===== src/rtl/lgs_pkg.sv =====
package lgs_pkg;
  localparam int LVL_W  = 3;
  localparam int NSEG   = (1 << LVL_W) - 1;
  localparam int NTHR   = NSEG;
  localparam int CNT_W  = 8;
  localparam int VC_W   = 8;
  localparam int PROD_W = CNT_W + VC_W;
  localparam int WIN_W  = 16;

  // number of enabled segments for a level: floor of one, cap at NSEG
  function automatic int seg_count(input logic [LVL_W-1:0] lvl);
    int n;
    n = int'(lvl) + 1;
    if (lvl == '0) n = 1;
    if (n > NSEG) n = NSEG;
    return n;
  endfunction

  function automatic logic [NSEG-1:0] therm_mask(input logic [LVL_W-1:0] lvl);
    logic [NSEG-1:0] m;
    int n;
    n = seg_count(lvl);
    for (int k = 0; k < NSEG; k++) m[k] = (k < n);
    return m;
  endfunction
endpackage


===== src/rtl/pulse_window_counter.sv =====
module pulse_window_counter #(
  parameter int CNT_W = 8,
  parameter int WIN_W = 16,
  parameter int SYNC_STAGES = 2
) (
  input  logic             clk,
  input  logic             rst,
  input  logic             cmp_in,
  input  logic             hs_cmd,
  input  logic [WIN_W-1:0] win_len,
  output logic [CNT_W-1:0] cnt_done,
  output logic             done_stb
);
  localparam logic [CNT_W-1:0] CNT_MAX = {CNT_W{1'b1}};

  // synchronizer chain plus one extra stage for edge detection
  logic [SYNC_STAGES:0] sync_q;
  logic [WIN_W-1:0]     wcnt;
  logic [CNT_W-1:0]     cnt;
  logic                 rise;
  logic                 inc;
  logic [CNT_W-1:0]     cnt_nx;
  logic [WIN_W:0]       wnext;
  logic                 term;

  always_ff @(posedge clk) begin
    if (rst) sync_q <= '0;
    else     sync_q <= {sync_q[SYNC_STAGES-1:0], cmp_in};
  end

  assign rise   = sync_q[SYNC_STAGES-1] & ~sync_q[SYNC_STAGES];
  assign inc    = rise & hs_cmd;
  assign cnt_nx = (inc && cnt != CNT_MAX) ? cnt + 1'b1 : cnt;
  assign wnext  = {1'b0, wcnt} + {{WIN_W{1'b0}}, 1'b1};
  assign term   = (wnext >= {1'b0, win_len});

  always_ff @(posedge clk) begin
    if (rst) begin
      wcnt     <= '0;
      cnt      <= '0;
      cnt_done <= '0;
      done_stb <= 1'b0;
    end else if (term) begin
      wcnt     <= '0;
      cnt      <= '0;
      cnt_done <= cnt_nx;
      done_stb <= 1'b1;
    end else begin
      wcnt     <= wcnt + 1'b1;
      cnt      <= cnt_nx;
      done_stb <= 1'b0;
    end
  end
endmodule


===== src/rtl/power_grader.sv =====
module power_grader #(
  parameter int CNT_W = 8,
  parameter int VC_W  = 8,
  parameter int NTHR  = 7,
  parameter int LVL_W = 3
) (
  input  logic                          clk,
  input  logic                          rst,
  input  logic                          done_stb,
  input  logic [CNT_W-1:0]              cnt_done,
  input  logic [VC_W-1:0]               vout_code,
  input  logic [NTHR*(CNT_W+VC_W)-1:0]  thr_vec,
  output logic [LVL_W-1:0]              lvl_new,
  output logic                          lvl_stb
);
  localparam int PROD_W = CNT_W + VC_W;

  logic [PROD_W-1:0] prod_q;
  logic              prod_vld;
  logic [NTHR-1:0]   above;
  logic [LVL_W-1:0]  lvl_sum;

  // stage 1: power estimate
  always_ff @(posedge clk) begin
    if (rst) begin
      prod_q   <= '0;
      prod_vld <= 1'b0;
    end else begin
      prod_vld <= done_stb;
      if (done_stb) prod_q <= PROD_W'(cnt_done) * PROD_W'(vout_code);
    end
  end

  // stage 2: one comparator per threshold
  for (genvar i = 0; i < NTHR; i++) begin : g_cmp
    assign above[i] = prod_q > thr_vec[i*PROD_W +: PROD_W];
  end

  always_comb begin
    lvl_sum = '0;
    for (int i = 0; i < NTHR; i++) lvl_sum = lvl_sum + LVL_W'(above[i]);
  end

  always_ff @(posedge clk) begin
    if (rst) begin
      lvl_new <= '0;
      lvl_stb <= 1'b0;
    end else begin
      lvl_stb <= prod_vld;
      if (prod_vld) lvl_new <= lvl_sum;
    end
  end
endmodule


===== src/rtl/segment_driver.sv =====
module segment_driver
  import lgs_pkg::*;
(
  input  logic             clk,
  input  logic             rst,
  input  logic [LVL_W-1:0] lvl_new,
  input  logic             lvl_stb,
  input  logic             hs_cmd,
  input  logic             ls_cmd,
  output logic [LVL_W-1:0] lvl_cur,
  output logic [NSEG-1:0]  hs_seg,
  output logic [NSEG-1:0]  ls_seg
);
  logic [LVL_W-1:0] pend_lvl;
  logic             pend;
  logic             dead;
  logic             apply;
  logic [LVL_W-1:0] lvl_nx;
  logic [NSEG-1:0]  en_nx;

  assign dead   = ~hs_cmd & ~ls_cmd;
  assign apply  = pend & dead;
  assign lvl_nx = apply ? pend_lvl : lvl_cur;
  assign en_nx  = therm_mask(lvl_nx);

  always_ff @(posedge clk) begin
    if (rst) begin
      pend_lvl <= '0;
      pend     <= 1'b0;
      lvl_cur  <= '0;
    end else begin
      lvl_cur <= lvl_nx;
      if (lvl_stb) begin
        pend_lvl <= lvl_new;
        pend     <= 1'b1;
      end else if (apply) begin
        pend     <= 1'b0;
      end
    end
  end

  for (genvar k = 0; k < NSEG; k++) begin : g_seg
    always_ff @(posedge clk) begin
      if (rst) begin
        hs_seg[k] <= 1'b0;
        ls_seg[k] <= 1'b0;
      end else begin
        hs_seg[k] <= en_nx[k] & hs_cmd;
        ls_seg[k] <= en_nx[k] & ls_cmd;
      end
    end
  end
endmodule


===== src/rtl/load_seg_selector.sv =====
module load_seg_selector
  import lgs_pkg::*;
(
  input  logic                   clk,
  input  logic                   rst,
  input  logic                   cmp_pulse,
  input  logic [VC_W-1:0]        vout_code,
  input  logic                   hs_cmd,
  input  logic                   ls_cmd,
  input  logic [WIN_W-1:0]       win_len,
  input  logic [NTHR*PROD_W-1:0] thr_vec,
  output logic [LVL_W-1:0]       lvl_out,
  output logic [NSEG-1:0]        hs_seg_gate,
  output logic [NSEG-1:0]        ls_seg_gate
);
  logic [CNT_W-1:0] cnt_done;
  logic             done_stb;
  logic [LVL_W-1:0] lvl_new;
  logic             lvl_stb;

  pulse_window_counter #(
    .CNT_W(CNT_W), .WIN_W(WIN_W), .SYNC_STAGES(2)
  ) u_cnt (
    .clk(clk), .rst(rst), .cmp_in(cmp_pulse), .hs_cmd(hs_cmd),
    .win_len(win_len), .cnt_done(cnt_done), .done_stb(done_stb)
  );

  power_grader #(
    .CNT_W(CNT_W), .VC_W(VC_W), .NTHR(NTHR), .LVL_W(LVL_W)
  ) u_grade (
    .clk(clk), .rst(rst), .done_stb(done_stb), .cnt_done(cnt_done),
    .vout_code(vout_code), .thr_vec(thr_vec),
    .lvl_new(lvl_new), .lvl_stb(lvl_stb)
  );

  segment_driver u_drv (
    .clk(clk), .rst(rst), .lvl_new(lvl_new), .lvl_stb(lvl_stb),
    .hs_cmd(hs_cmd), .ls_cmd(ls_cmd), .lvl_cur(lvl_out),
    .hs_seg(hs_seg_gate), .ls_seg(ls_seg_gate)
  );
endmodule


===== config.mk =====
export PLATFORM = sky130hd
export DESIGN_NAME = load_seg_selector
export DESIGN_NICKNAME = d
export VERILOG_FILES = /design/src/rtl/lgs_pkg.sv /design/src/rtl/pulse_window_counter.sv /design/src/rtl/power_grader.sv /design/src/rtl/segment_driver.sv /design/src/rtl/load_seg_selector.sv
export SDC_FILE = /design/constraint.sdc
export NUM_CORES = 1
export LEC_CHECK = 0
export CORE_ASPECT_RATIO = 0.8
export CORE_MARGIN = 2
export CORE_UTILIZATION = 59
export CTS_BUF_LIST = sky130_fd_sc_hd__clkbuf_8
export CTS_CLUSTER_DIAMETER = 80
export DETAILED_ROUTE_END_ITERATION = 6
export GPL_TIMING_DRIVEN = 0
export MAX_ROUTING_LAYER = met4
export PLACE_DENSITY = 0.89
export SYNTH_ARGS = -nofsm -noshare
export SYNTH_HDL_FRONTEND = slang
export SYNTH_SLANG_ARGS = --single-unit

===== constraint.sdc =====
create_clock -name clk -period 9.6 [get_ports clk]
set_input_delay 1.44 -clock clk [delete_from_list [all_inputs] [get_ports clk]]
set_output_delay 1.44 -clock clk [all_outputs]
set_load 0.02 [all_outputs]

==> results of run 1 <==
-- flip-flops by register name, summed over array words and instances, names as in the netlist --
register          flops
u_drv.ls_seg          7
u_cnt.cnt             8
u_cnt.sync_q          3
u_cnt.wcnt           16
u_cnt.cnt_done        8
u_grade.lvl_new       3
u_drv.lvl_cur         3
u_drv.pend_lvl        3
u_grade.prod_q       16
u_drv.pend            1
u_grade.lvl_stb       1
u_drv.hs_seg          7
u_grade.prod_vld      1
u_cnt.done_stb        1
-- power by group through the flow --
stage	clock, uW	combinational (uW)	sequential, uW
2_1_floorplan	0	48.5	335
3_3_place_gp	0	122	334
3_5_place_dp	0	126	335
4_1_cts	253	128	327
5_1_grt	268	142	327
6_report	251	128	327
-- cell usage after synthesis (9+ instances only) --
cell	n	area [um^2]
a211oi_1	10	75.1
a21o_1	17	128
a21oi_1	43	215
and2_1	54	338
and3_1	18	113
dfxtp_1	78	1560
fa_1	39	781
ha_1	171	2140
inv_1	180	676
mux2i_1	14	140
nand2_1	52	195
nand3_1	18	90.1
nand4_1	26	163
nor2_1	74	278
nor2b_1	20	125
o21a_1	13	97.6
o21ai_0	34	170
o22ai_1	12	75.1
xnor2_1	20	175
xor2_1	9	78.8
-- worst register-to-register path, delay by kind of cell, from the launching register on --
kind | cells | cell delay, ns
AND/OR/NAND/NOR | 1 | 0.14
XOR/XNOR | 1 | 0.17
adder cells (fa/ha/maj) | 5 | 2.44
buffers and inverters | 3 | 0.16
flip-flops | 1 | 0.58
AO/OA/AOI/OAI | 5 | 0.99
-- cell usage in the layout, fill, tap and decap left out, types with 26 or more instances in the layout --
cell | Yosys | routed
inv_1 | 180 | 181
ha_1 | 171 | 171
clkdlybuf4s50_1 | 0 | 157
dfxtp_1 | 78 | 78
nor2_1 | 74 | 74
and2_1 | 54 | 54
nand2_1 | 52 | 52
a21oi_1 | 43 | 43
fa_1 | 39 | 39
o21ai_0 | 34 | 34
nand4_1 | 26 | 26
-- worst paths after layout --
path	end	from	slack [ns]
setup / recovery	u_grade.prod_q[14]	vout_code[7]	3.87
hold / removal	u_cnt.sync_q[1]	u_cnt.sync_q[0]	0.46
setup reg to reg	u_grade.prod_q[13]	u_cnt.cnt_done[0]	5.02
hold reg to reg	u_cnt.sync_q[1]	u_cnt.sync_q[0]	0.46
-- per-layer routing --
layer  GRT usage  up-vias  share of wire
met5           -        -              0
met4      0.0913        0          0.030
met3      0.0380       64          0.067
met2       0.495      303           0.45
met1       0.401     3540           0.46
li1            -     3712              -
-- kinds of logic (layout without fill, tap and decap cells) --
logic type	count (synthesis)	in the layout	synth area share
DFF	78	78	0.187
xor gates and xnor gates	29	29	0.0304
and+or+nand+nor	297	297	0.187
buffers and inverters	190	363	0.0868
AOI/OAI and AO/OA	171	171	0.136
adders and majority gates	210	210	0.350
muxes	18	18	0.0231
-- stage by stage --
stage / cells / total power [uW] / hold WS [ns] / instance area, um^2 / setup slack (ns)
after CTS: 1346 / 708 / 0.454 / 10300 / 3.90
after floorplan: 993 / 383 / 0.414 / 8350 / 4.43
final: 1346 / 706 / 0.459 / 10300 / 3.87
after global routing: 1346 / 737 / 0.483 / 10300 / 3.67
after detailed placement: 1330 / 461 / 0.439 / 10100 / 3.53
after global placement: 1330 / 457 / 0.419 / 10100 / 3.60
-- final cells by class --
class	instances	area (um^2)	share of cell area
Inverter	180	676	0.0653
Buffer	10	48.8	0.00472
Timing Repair Buffer	157	1570	0.152
Clock inverter	6	61.3	0.00593
Clock buffer	10	138	0.0133
Tap cell	180	225	0.0218
Multi-Input combinational cell	725	6060	0.586
Sequential cell	78	1560	0.151
==> qor.yml, run 1 <==
layout:
  diodes: 0
  fillers: 1007
  layout-drive-gt1-share: 0.0274
  nets: 1512
  area_growth_pct: 23.9
  final_util: 0.755
clocking:
  postCtsSetupBuffers: 0
  numCtsBuffers: 9
  clk_pin_slew_worst_paths_ns: 0.08
  clock_latency_ns: 0.35
  cts_hold_buf: 0
  cts_num_sinks: 78
  post_cts_resized: 0
  root_buffer: "clkbuf_8"
  clock_path_buffers: 2
  h-tree-depth: 3
  cts_tree: "yes"
global_route:
  grt_pass1_wl_um: 35300
  grt-ovfl-total: 0
  grt_usage: 0.304
  grt_max_degree: 14
  grt_antenna_before_repair: 0
  grt_pass1_vias: 7416
floorplanning:
  die_w_um: 137
  rows: 38
  die_area_um2: 15100
  start_util: 0.610
  ios: 158
  coreArea_um2: 13700
  die_h_um: 110
synthesis:
  avgSynthCellArea_um2: 8.41
  synth_cell_types: 61
  synth_warnings: 0
  syn_area_um2: 8350
  synthArstFlopShare: 0
  yosys_register_bits: 78
  ys_seq_area_frac: 0.187
  synth_edf_count: 0
  synth_nets: 1344
  syn_inst: 993
  synth_flop_cell: "dfxtp_1"
drt:
  wire_per_inst_um: 16.1
  drt_first_pass_iters: 6
  detail-route-antenna-nets: 0
  wl_um: 21700
  drcViolationCount: 0
  viasPerCell: 5.66
  drt-initial-drc-count: 452
  routed-via-count: 7619
worst_setup_path:
  crit_type: "in2reg"
  arrival_ns: 5.97
  critPathRequiredTime_ns: 9.84
  startpoint_type: "input port"
  crit_path_frequent_cell: "fa_1"
  worst_r2r_path_depth: 15
  worst-path-stages: 13
  crit_chain: "clkdlybuf4s50_1, and2_1, fa_1, fa_1, fa_1, inv_1, fa_1, inv_1, ha_1, a211o_1, o21ai_0, o21ai_0, o311ai_0"
  crit_family: "adder cells"
  crit_path_end_kind: "register"
  cp_num_buf_inv: 3
  cp_max_fo: 8
  slowest_delay_ns: 0.56
  cpMaxStageDelayCell: "clkdlybuf4s50_1"
timing:
  relSlewSlack: 0.603
  fin_crit_ns: 5.73
  rsz0062_at_grt: "no"
  worst_pin_slew_ns: 0.596
  setup_viol: 0
  fmax_ghz: 0.175
  period_share: 0.597
  hold_viol_final: 0
  slew_viol_final: 0
  setup_tns_ns: 0
  fin_skew_ns: 0.0114
worst_hold_path:
  hold_class: "reg2reg"
  worstHoldPathCells: 1
placement:
  io_buffers: 157
  gp_congestion: 0.921
  dp_hpwl_um: 17700
pwr:
  pwr_density_cell_nw_per_um2: 68.3
  ir_worst_vdd_mv: 0.0819
  p_int_uw: 528
  seqPwrFrac: 0.463
  power_leakage_uw: 0.00542
  clockPowerShare: 0.355
  p_switching_uw: 178
  switching_share: 0.253
  pwr-share-comb: 0.182
status:
  status: "finished, final reports clean"
job:
  maxCapViolCount: 0
Power figures use the tool's default switching activity.
==> inputs of run 2 (changes only) <==
--- a/config.mk
+++ b/config.mk
@@ -7,13 +7,13 @@
 export LEC_CHECK = 0
 export CORE_ASPECT_RATIO = 0.8
 export CORE_MARGIN = 2
-export CORE_UTILIZATION = 59
+export CORE_UTILIZATION = 55
 export CTS_BUF_LIST = sky130_fd_sc_hd__clkbuf_8
 export CTS_CLUSTER_DIAMETER = 80
 export DETAILED_ROUTE_END_ITERATION = 6
 export GPL_TIMING_DRIVEN = 0
 export MAX_ROUTING_LAYER = met4
-export PLACE_DENSITY = 0.89
+export PLACE_DENSITY = 0.84
 export SYNTH_ARGS = -nofsm -noshare
 export SYNTH_HDL_FRONTEND = slang
 export SYNTH_SLANG_ARGS = --single-unit
==> constraint.sdc (replaced) <==
create_clock -name clk -period 5.3 [get_ports clk]
set_input_delay 0.795 -clock clk [delete_from_list [all_inputs] [get_ports clk]]
set_output_delay 0.795 -clock clk [all_outputs]
set_load 0.02 [all_outputs]
==> qor.yml, run 2 (synthesis gave the netlist of run 1 again) <==
status:
  status: "finished, final reports clean"
worst_setup_path:
  crit_type: "in2reg"
  cpMaxStageDelayCell: "clkdlybuf4s50_1"
  cp_num_buf_inv: 4
  startpoint_type: "input port"
  slowest_delay_ns: 0.62
  crit_chain: "clkdlybuf4s50_1, nand2_1, fa_1, fa_1, inv_1, fa_1, inv_1, fa_1, inv_1, ha_1, o21a_1, o31a_1, o32ai_2, o21ai_0, xnor2_1, a211oi_1"
  cp_max_fo: 8
  crit_path_frequent_cell: "fa_1"
  crit_path_end_kind: "register"
  critPathRequiredTime_ns: 5.51
  arrival_ns: 5.32
  crit_family: "adder cells"
drt:
  drt_first_pass_iters: 5
  wl_um: 20700
  routed-via-count: 7448
  viasPerCell: 5.50
  detail-route-antenna-nets: 0
  drcViolationCount: 0
  wire_per_inst_um: 15.3
  drt-initial-drc-count: 398
pwr:
  power_leakage_uw: 0.00541
  ir_worst_vdd_mv: 0.126
  pwr_density_cell_nw_per_um2: 118
floorplanning:
  die_area_um2: 16200
  start_util: 0.560
  rows: 40
  coreArea_um2: 14900
  die_h_um: 114
  die_w_um: 142
  ios: 158
clocking:
  h-tree-depth: 3
  numCtsBuffers: 9
  cts_tree: "yes"
  clk_pin_slew_worst_paths_ns: 0.09
  clock_latency_ns: 0.35
  clock_path_buffers: 2
  cts_num_sinks: 78
  postCtsSetupBuffers: 0
  root_buffer: "clkbuf_8"
timing:
  slew_viol_final: 0
  fin_crit_ns: 5.11
  rsz0062_at_grt: "no"
  setup_viol: 0
  fmax_ghz: 0.196
  hold_viol_final: 0
  fin_skew_ns: 0.00727
  relSlewSlack: 0.600
  period_share: 0.964
  worst_pin_slew_ns: 0.600
  finalHoldWorstSlack_ns: 0.450
global_route:
  grt_antenna_before_repair: 0
  grt_usage: 0.273
  grt_pass1_wl_um: 34500
  grt_pass1_vias: 7242
  grt-ovfl-total: 0
  grt_max_degree: 15
layout:
  area_growth_pct: 23.8
  mostFrequentLayoutCells: "inv_1, ha_1, clkdlybuf4s50_1"
  nets: 1512
  layout-drive-gt1-share: 0.0283
  top_regs: "u_cnt.wcnt x16, u_grade.prod_q x16"
  fillers: 1156
  final_common_cell: "inv_1"
  diodes: 0
  layoutNonFillerInstCount: 1355
placement:
  dp_hpwl_um: 17100
  io_buffers: 157
  gp_congestion: 0.880
  place_inst: 1339
job:
  maxCapViolCount: 0
worst_hold_path:
  hold_class: "reg2reg"
-- run 2: cell type report --
class / instances / area [um^2] / share of cell area
multi-input combinational: 725 / 6060 / 0.587
clock buffer: 9 / 124 / 0.0120
clock inverter: 7 / 48.8 / 0.00472
buffer: 10 / 48.8 / 0.00472
timing repair buffer: 157 / 1570 / 0.152
inverter: 180 / 676 / 0.0654
sequential: 78 / 1560 / 0.151
tap: 189 / 236 / 0.0229
-- run 2: timing repair --
item / 4_1_cts / 5_1_grt
resized for setup: 0 / 1
setup endpoints to repair: 0 / 1
hold buffers: 0 / 0
-- run 2: final timing paths --
kind	start	cells past startpoint	slack (ns)	endpoint
max	vout_code[6]	16	0.19	u_grade.prod_q[15]
min	u_cnt.sync_q[0]	1	0.45	u_cnt.sync_q[1]
max reg2reg	u_cnt.cnt_done[0]	15	0.68	u_grade.prod_q[15]
min reg2reg	u_cnt.sync_q[0]	1	0.45	u_cnt.sync_q[1]
-- run 2: where the power goes --
group	switching, uW	internal, uW
logic	93.0	136
registers	3.01	589
clock network	230	171
-- run 2: through the flow --
stage	power (uW)	worst slack, ns	TNS (ns)	area, um^2	utilization
2_1_floorplan	694	0.777	0	8350	-
3_3_place_gp	827	-0.0805	-0.0892	10200	0.681
3_5_place_dp	834	-0.164	-0.301	10200	0.681
4_1_cts	1220	0.200	0	10300	0.693
6_report	1220	0.189	0	10300	0.693
5_1_grt	1280	0.0244	0	10300	0.693
-- run 2: per-layer routing --
| metal | share of wire | global-route usage | up-vias |
|---|---|---|---|
| li1 | - | - | 3727 |
| met1 | 0.47 | 0.371 | 3437 |
| met2 | 0.44 | 0.427 | 241 |
| met3 | 0.064 | 0.0468 | 43 |
| met4 | 0.022 | 0.0660 | 0 |
| met5 | 0 | - | - |
==> inputs of run 3 (changes only) <==
--- a/config.mk
+++ b/config.mk
@@ -14,6 +14,7 @@
 export GPL_TIMING_DRIVEN = 0
 export MAX_ROUTING_LAYER = met4
 export PLACE_DENSITY = 0.84
+export SLEW_MARGIN = 5
 export SYNTH_ARGS = -nofsm -noshare
 export SYNTH_HDL_FRONTEND = slang
 export SYNTH_SLANG_ARGS = --single-unit
==> results of run 3 <==
Same layout as run 2: the final DEF is identical, and so are final timing and power.
